**src/rtl/tcc_pkg.sv**
```systemverilog
package tcc_pkg;
  localparam int TCC_N_INT   = 5;
  localparam int TCC_N_EXT   = 3;
  localparam int TCC_SEL_W   = $clog2(TCC_N_INT + TCC_N_EXT);
  localparam int TCC_BURST_W = $clog2(TCC_N_EXT + 1);

  typedef logic [TCC_N_EXT-1:0] ext_vec_t;
  typedef logic [TCC_N_INT-1:0] tick_vec_t;
endpackage

```
**src/rtl/tcc_sync.sv**
```systemverilog
module tcc_sync #(
  parameter int W      = 3,
  parameter int STAGES = 2
) (
  input  logic         clk,
  input  logic         rst_n,
  input  logic [W-1:0] d,
  output logic [W-1:0] q
);
  logic [W-1:0] stg_q [STAGES];

  genvar g;
  generate
    for (g = 0; g < STAGES; g++) begin : g_stage
      logic [W-1:0] stg_d;
      if (g == 0) begin : g_first
        assign stg_d = d;
      end else begin : g_rest
        assign stg_d = stg_q[g-1];
      end
      always_ff @(posedge clk or negedge rst_n) begin
        if (!rst_n) stg_q[g] <= '0;
        else        stg_q[g] <= stg_d;
      end
    end
  endgenerate

  assign q = stg_q[STAGES-1];
endmodule

```
**src/rtl/tcc_edge_sel.sv**
```systemverilog
module tcc_edge_sel
  import tcc_pkg::*;
(
  input  logic                   clk,
  input  logic                   rst_n,
  input  logic                   chan_en,
  input  logic [TCC_SEL_W-1:0]   clk_sel,
  input  logic                   clk_inv,
  input  logic [TCC_BURST_W-1:0] burst_sel,
  input  tick_vec_t              int_tick,
  input  ext_vec_t               xc_sync,
  output logic                   cnt_pulse
);
  ext_vec_t xc_prev_q, xc_prev_d;
  ext_vec_t xc_rise, xc_fall;
  logic     src_edge, gate_ok;

  assign xc_prev_d = xc_sync;

  always_ff @(posedge clk or negedge rst_n) begin
    if (!rst_n) xc_prev_q <= '0;
    else        xc_prev_q <= xc_prev_d;
  end

  always_comb begin
    xc_rise  = xc_sync & ~xc_prev_q;
    xc_fall  = ~xc_sync & xc_prev_q;
    src_edge = 1'b0;
    for (int i = 0; i < TCC_N_INT; i++)
      if (clk_sel == TCC_SEL_W'(i)) src_edge = int_tick[i];
    for (int j = 0; j < TCC_N_EXT; j++)
      if (clk_sel == TCC_SEL_W'(TCC_N_INT + j))
        src_edge = clk_inv ? xc_fall[j] : xc_rise[j];
    gate_ok = 1'b1;
    for (int j = 0; j < TCC_N_EXT; j++)
      if (burst_sel == TCC_BURST_W'(j + 1)) gate_ok = xc_sync[j];
    cnt_pulse = chan_en & src_edge & gate_ok;
  end
endmodule

```
**src/rtl/tcc_counter.sv**
```systemverilog
module tcc_counter #(
  parameter int CNT_W = 16
) (
  input  logic             clk,
  input  logic             rst_n,
  input  logic             cnt_pulse,
  input  logic             trig,
  input  logic             sts_rd,
  output logic [CNT_W-1:0] count,
  output logic             ovf
);
  logic [CNT_W-1:0] cnt_q, cnt_d;
  logic             pend_q, pend_d;
  logic             ovf_q, ovf_d;
  logic             trig_eff, wrap;

  always_comb begin
    trig_eff = pend_q | trig;
    cnt_d    = cnt_q;
    pend_d   = trig_eff;
    ovf_d    = ovf_q;
    wrap     = 1'b0;
    if (sts_rd) ovf_d = 1'b0;
    if (cnt_pulse) begin
      pend_d = 1'b0;
      if (trig_eff) begin
        cnt_d = '0;
      end else begin
        cnt_d = cnt_q + 1'b1;
        wrap  = &cnt_q;
      end
    end
    if (wrap) ovf_d = 1'b1;
  end

  always_ff @(posedge clk or negedge rst_n) begin
    if (!rst_n) begin
      cnt_q  <= '0;
      pend_q <= 1'b0;
      ovf_q  <= 1'b0;
    end else begin
      cnt_q  <= cnt_d;
      pend_q <= pend_d;
      ovf_q  <= ovf_d;
    end
  end

  assign count = cnt_q;
  assign ovf   = ovf_q;

  assert_hold_without_edge_R2: assert property (@(posedge clk) disable iff (!rst_n)
    !cnt_pulse |=> $stable(cnt_q));
  assert_step_by_one_R2: assert property (@(posedge clk) disable iff (!rst_n)
    (cnt_pulse && !trig_eff) |=> (cnt_q == $past(cnt_q) + 1'b1));
  assert_trigger_zeroes_R8: assert property (@(posedge clk) disable iff (!rst_n)
    (cnt_pulse && trig_eff) |=> (cnt_q == '0));
  assert_trigger_waits_R8: assert property (@(posedge clk) disable iff (!rst_n)
    (trig && !cnt_pulse) |=> pend_q);
  assert_wrap_flags_R6: assert property (@(posedge clk) disable iff (!rst_n)
    (cnt_pulse && !trig_eff && (&cnt_q)) |=> ovf_q);
  assert_flag_sticky_R7: assert property (@(posedge clk) disable iff (!rst_n)
    (ovf_q && !sts_rd) |=> ovf_q);
endmodule

```
**src/rtl/tcc_channel.sv**
```systemverilog
module tcc_channel
  import tcc_pkg::*;
#(
  parameter int CNT_W       = 16,
  parameter int SYNC_STAGES = 2
) (
  input  logic                   clk,
  input  logic                   rst_n,
  input  logic                   chan_en,
  input  logic [TCC_SEL_W-1:0]   clk_sel,
  input  logic                   clk_inv,
  input  logic [TCC_BURST_W-1:0] burst_sel,
  input  logic [TCC_N_INT-1:0]   int_tick,
  input  logic [TCC_N_EXT-1:0]   ext_clk,
  input  logic                   trig,
  input  logic                   sts_rd,
  output logic [CNT_W-1:0]       count_val,
  output logic                   ovf_flag
);
  logic     rst_sync_n;
  ext_vec_t xc_sync;
  logic     cnt_pulse;

  tcc_sync #(.W(1), .STAGES(2)) u_rst_sync (
    .clk   (clk),
    .rst_n (rst_n),
    .d     (1'b1),
    .q     (rst_sync_n)
  );

  tcc_sync #(.W(TCC_N_EXT), .STAGES(SYNC_STAGES)) u_xc_sync (
    .clk   (clk),
    .rst_n (rst_sync_n),
    .d     (ext_clk),
    .q     (xc_sync)
  );

  tcc_edge_sel u_edge (
    .clk       (clk),
    .rst_n     (rst_sync_n),
    .chan_en   (chan_en),
    .clk_sel   (clk_sel),
    .clk_inv   (clk_inv),
    .burst_sel (burst_sel),
    .int_tick  (int_tick),
    .xc_sync   (xc_sync),
    .cnt_pulse (cnt_pulse)
  );

  tcc_counter #(.CNT_W(CNT_W)) u_cnt (
    .clk       (clk),
    .rst_n     (rst_sync_n),
    .cnt_pulse (cnt_pulse),
    .trig      (trig),
    .sts_rd    (sts_rd),
    .count     (count_val),
    .ovf       (ovf_flag)
  );

  assert_frozen_when_off_R9: assert property (@(posedge clk) disable iff (!rst_sync_n)
    !chan_en |=> $stable(count_val));
  assert_gate_blocks_R5: assert property (@(posedge clk) disable iff (!rst_sync_n)
    (burst_sel == TCC_BURST_W'(1) && !xc_sync[0]) |=> $stable(count_val));
  assert_reset_state_R1: assert property (@(posedge clk)
    !rst_sync_n |-> (count_val == '0 && !ovf_flag));
endmodule

```
**config.mk**
```make
export PLATFORM = sky130hd
export DESIGN_NAME = tcc_channel
export DESIGN_NICKNAME = d
export VERILOG_FILES = /design/src/rtl/tcc_pkg.sv /design/src/rtl/tcc_sync.sv /design/src/rtl/tcc_edge_sel.sv /design/src/rtl/tcc_counter.sv /design/src/rtl/tcc_channel.sv
export SDC_FILE = /design/constraint.sdc
export NUM_CORES = 1
export LEC_CHECK = 0
export BUFFER_PORTS_ARGS = -buffer_cell sky130_fd_sc_hd__clkbuf_2
export CORE_MARGIN = 2
export CORE_UTILIZATION = 45
export DETAILED_ROUTE_END_ITERATION = 8
export GPL_ROUTABILITY_DRIVEN = 0
export GPL_TIMING_DRIVEN = 0
export PLACE_DENSITY = 0.73
export SYNTH_ARGS = -nofsm -noshare
export SYNTH_HDL_FRONTEND = slang
export SYNTH_HIERARCHICAL = 1
export SYNTH_SLANG_ARGS = --single-unit
```
**constraint.sdc**
```tcl
create_clock -name clk -period 0.9 [get_ports clk]
set_input_delay 0.045 -clock clk [delete_from_list [all_inputs] [get_ports clk]]
set_output_delay 0.045 -clock clk [all_outputs]
set_load 0.02 [all_outputs]
```
==> results.json <==
{
  "die_w_um": 58.27,
  "ys_ff_latch": 29,
  "fin_skew_ns": 0.007354,
  "power_frac_seq": 0.502,
  "holdPathEnd": "u_cnt/count[2]$_DFFE_PN0P_",
  "p_clk_frac": 0.355,
  "power_leakage_nw": 0.9940,
  "dpl_cell_area_um2": 1565,
  "worstSetupEndpointType": "flip-flop",
  "cp_data_required_time_ns": 1.12,
  "drv_cap": 0,
  "crit-reg2reg-capture": "u_cnt/count[12]$_DFFE_PN0P_",
  "antenna_found_initial": 0,
  "worstHoldStart": "trig",
  "swShare": 0.2373,
  "power_mw": 2.794,
  "dp_hpwl_um": 1977,
  "grt_usage": 0.2032,
  "syn_inst": 121,
  "p_int_mw": 2.131,
  "wl_um": 3459,
  "layout_min_cycle_time_ns": 2.124,
  "drv_slew": 0,
  "final.setup.worst_slack_ns": -1.224,
  "hold_path_depth": 4,
  "synth_area_um2": 1325,
  "path_clk_slew_ns": 0.09,
  "regArea_um2": 739.5,
  "drive_above_1_share": 0.5393,
  "ir_drop_mv": 1.324,
  "ys_types": 34,
  "fin_setup_tns_ns": -21.65,
  "clock_latency_ns": 0.32,
  "via_per_inst": 5.527,
  "yosys_warnings": 6,
  "fp-row-count": 19,
  "wl_per_cell_um": 15.58,
  "num_antenna_cells": 0,
  "gr-total-overflow": 0,
  "share_comb_of_total_power": 0.143,
  "grt_pass1_vias": 1117,
  "vias": 1227,
  "ant_nets": 0,
  "power_per_cell_area_nw_per_um2": 1330,
  "start_util": 0.4764,
  "firstDrtPassIters": 4,
  "dieArea_um2": 3395,
  "p_switching_uw": 662.9,
  "hold_viol_final": 0,
  "r2r-start": "u_edge/xc_prev_q[1]$_DFF_PN0_",
  "hold_class": "input pin to flip-flop",
  "worst_pin_slew_ns": 0.7178,
  "ys_seq_area_frac": 0.5477,
  "synth_nets": 141,
  "die_y_um": 58.27,
  "post-route-drc-count": 0,
  "crit_fanout": 5,
  "coreArea_um2": 2781,
  "status": "finished, violations left",
  "cts_buffer_depth": 2,
  "stdcell_area_um2": 2101,
  "fillers": 170,
  "ff2ff_setup_slack_ns": -1.22,
  "dp.cells": 187,
  "max-slew-margin-rel": 0.5197,
  "fmax_mhz": 470.9,
  "critPathKind": "flip-flop to flip-flop",
  "grt_max_degree": 28,
  "drt-initial-drc-count": 45,
  "finalCritPeriodShare": 2.360,
  "cp-start-kind": "flip-flop",
  "fin_cells": 222,
  "cts_tree": "done",
  "arrival_ns": 2.34,
  "cts_sinks": 29,
  "grt_first_pass_wirelength_um": 5099,
  "multiInputGateArea_um2": 708.2,
  "rsz0062_at_grt": "true",
  "finalNetCount": 211,
  "cts_root_buffer": "clkbuf_4",
  "worstRegToRegCells": 9,
  "synth_area_per_cell_um2": 10.95,
  "failed_checks": "setup timing",
  "port_buffers": 35,
  "ios": 36,
  "setup_violations": 35,
  "syn_to_final_growth_pct": 58.55,
  "htreeDepth": 2,
  "timing.hold.ws_ns": 0.01066,
  "cts_buffers": 5
}
-- synth_stat cells (all sizes together) --
| cell type | n | share of area |
|---|---|---|
| nand3 | 5 | 0.019 |
| o22ai | 1 | 0.0047 |
| dfrtp | 29 | 0.55 |
| buf | 2 | 0.0094 |
| conb | 1 | 0.0028 |
| clkbuf | 1 | 0.0028 |
| a311oi | 1 | 0.0066 |
| a221oi | 1 | 0.0066 |
| and3 | 1 | 0.0047 |
| xor2 | 3 | 0.020 |
| a41o | 1 | 0.0076 |
| nand2 | 9 | 0.025 |
| ha | 1 | 0.0094 |
| nor3 | 2 | 0.0076 |
| a21oi | 3 | 0.011 |
| nand3b | 2 | 0.011 |
| nor2 | 16 | 0.045 |
| nand2b | 1 | 0.0047 |
| inv | 4 | 0.011 |
| nor4 | 5 | 0.047 |
| o31ai | 1 | 0.0057 |
| and2b | 1 | 0.0066 |
| nor2b | 2 | 0.0094 |
| mux2i | 2 | 0.015 |
| or3b | 2 | 0.013 |
| or3 | 3 | 0.014 |
| xnor2 | 7 | 0.046 |
| o21ai | 6 | 0.023 |
| nand4 | 5 | 0.028 |
| o2bb2ai | 1 | 0.011 |
| mux4 | 1 | 0.017 |
| a31oi | 1 | 0.0047 |
-- timing repair --
action	4_1_cts	5_1_grt
hold buffers	4	0
resized for setup	21	57
endpoints found under the hold margin	5	0
buffers inserted	9	13
pin swaps	3	6
setup endpoints to repair	62	35
cloned	2	0
-- how the worst max path moves through the flow --
| stage | start | end | slack (ns) |
|---|---|---|---|
| final | u_edge/xc_prev_q[1]$_DFF_PN0_ | u_cnt/count[12]$_DFFE_PN0P_ | -1.22 |
| after global routing | u_xc_sync/q[0]$_DFF_PN0_ | u_cnt/count[2]$_DFFE_PN0P_ | -1.32 |
| after CTS | u_xc_sync/q[1]$_DFF_PN0_ | u_cnt/count[15]$_DFFE_PN0P_ | -1.21 |
| after detailed placement | u_xc_sync/q[1]$_DFF_PN0_ | u_cnt/count[15]$_DFFE_PN0P_ | -1.27 |
| after global placement | u_edge/xc_prev_q[1]$_DFF_PN0_ | u_cnt/count[7]$_DFFE_PN0P_ | -1.16 |
| after floorplan | u_edge/xc_prev_q[1]$_DFF_PN0_ | u_cnt/count[7]$_DFFE_PN0P_ | -1.03 |
-- placed cells by master (no fill, tap or decap), types with 2 or more instances in the layout --
cell	instances
buf_4	16
dfrtp_1	18
mux2i_1	2
inv_1	4
nand3_1	3
nand2_1	8
clkbuf_4	5
or3_1	2
dfrtp_2	11
or3b_1	2
nand3b_1	2
a21oi_1	2
clkbuf_2	22
nor2_4	2
dlygate4sd3_1	4
buf_2	2
nor4_2	4
nor3_4	2
buf_8	2
buf_6	18
o21ai_0	4
nand3_2	2
nand4_4	2
nand4_1	4
nor2_1	14
xor2_1	2
xnor2_1	7
-- worst max-delay path, cell delays in order, from the launching register on --
cell and delay (ns):
dfrtp_1 0.39, or3b_1 0.36, a311oi_1 0.23, nor2_1 0.11, o2bb2ai_4 0.15, buf_6 0.15, nand3_2 0.17, nor4_4 0.26
xnor2_1 0.15, nor2_1 0.06
-- routing by layer --
layer  wire length [um]  vias up  global-route usage
met5                  0        -                   0
li1                   -      573                   -
met3                191        7             0.05580
met1               1413      611              0.2663
met4                 59        0             0.08970
met2               1794       36              0.3162
-- metrics by stage --
step | worst slack (ns) | util
after floorplan | -1.035 | -
after global placement | -1.162 | 0.5628
after detailed placement | -1.268 | 0.5628
after CTS | -1.210 | 0.6658
after global routing | -1.320 | 0.7553
final | -1.224 | 0.7553
-- cell families after synthesis --
family                   count (synthesis)  share of synthesized area
adder cells (fa/ha/maj)                  1                   0.009441
flip-flops                              29                     0.5477
multiplexers                             3                    0.03211
AND/OR/NAND/NOR                         54                     0.2370
other                                    1                   0.002830
XOR/XNOR                                10                    0.06610
buffers and inverters                    7                    0.02360
AO/OA/AOI/OAI                           16                    0.08121
-- power by group through the flow --
stage / Clock (mW) / Sequential (mW) / Combinational, mW
2_1_floorplan: 0 / 1.43 / 0.0988
3_3_place_gp: 0 / 1.42 / 0.182
3_5_place_dp: 0 / 1.43 / 0.190
4_1_cts: 1.03 / 1.41 / 0.282
5_1_grt: 1.09 / 1.41 / 0.423
6_report: 0.993 / 1.40 / 0.399
-- state kept, by name, summed over array words and instances (netlist names) --
register / count
u_cnt/count: 16
u_cnt/pend_q: 1
u_rst_sync/g_stage.stg_d: 1
u_rst_sync/q: 1
u_edge/xc_prev_q: 3
u_cnt/ovf: 1
u_xc_sync/g_stage.stg_d: 3
u_xc_sync/q: 3
-- area by class of cell --
| type | count | area share |
|---|---|---|
| Sequential cell | 29 | 0.3520 |
| Multi-Input combinational cell | 86 | 0.3371 |
| Timing Repair Buffer | 62 | 0.2347 |
| Tap cell | 31 | 0.01846 |
| Clock buffer | 5 | 0.01787 |
| Clock inverter | 2 | 0.01668 |
| Buffer | 3 | 0.01608 |
| Inverter | 4 | 0.007147 |
Power figures use the tool's default switching activity.
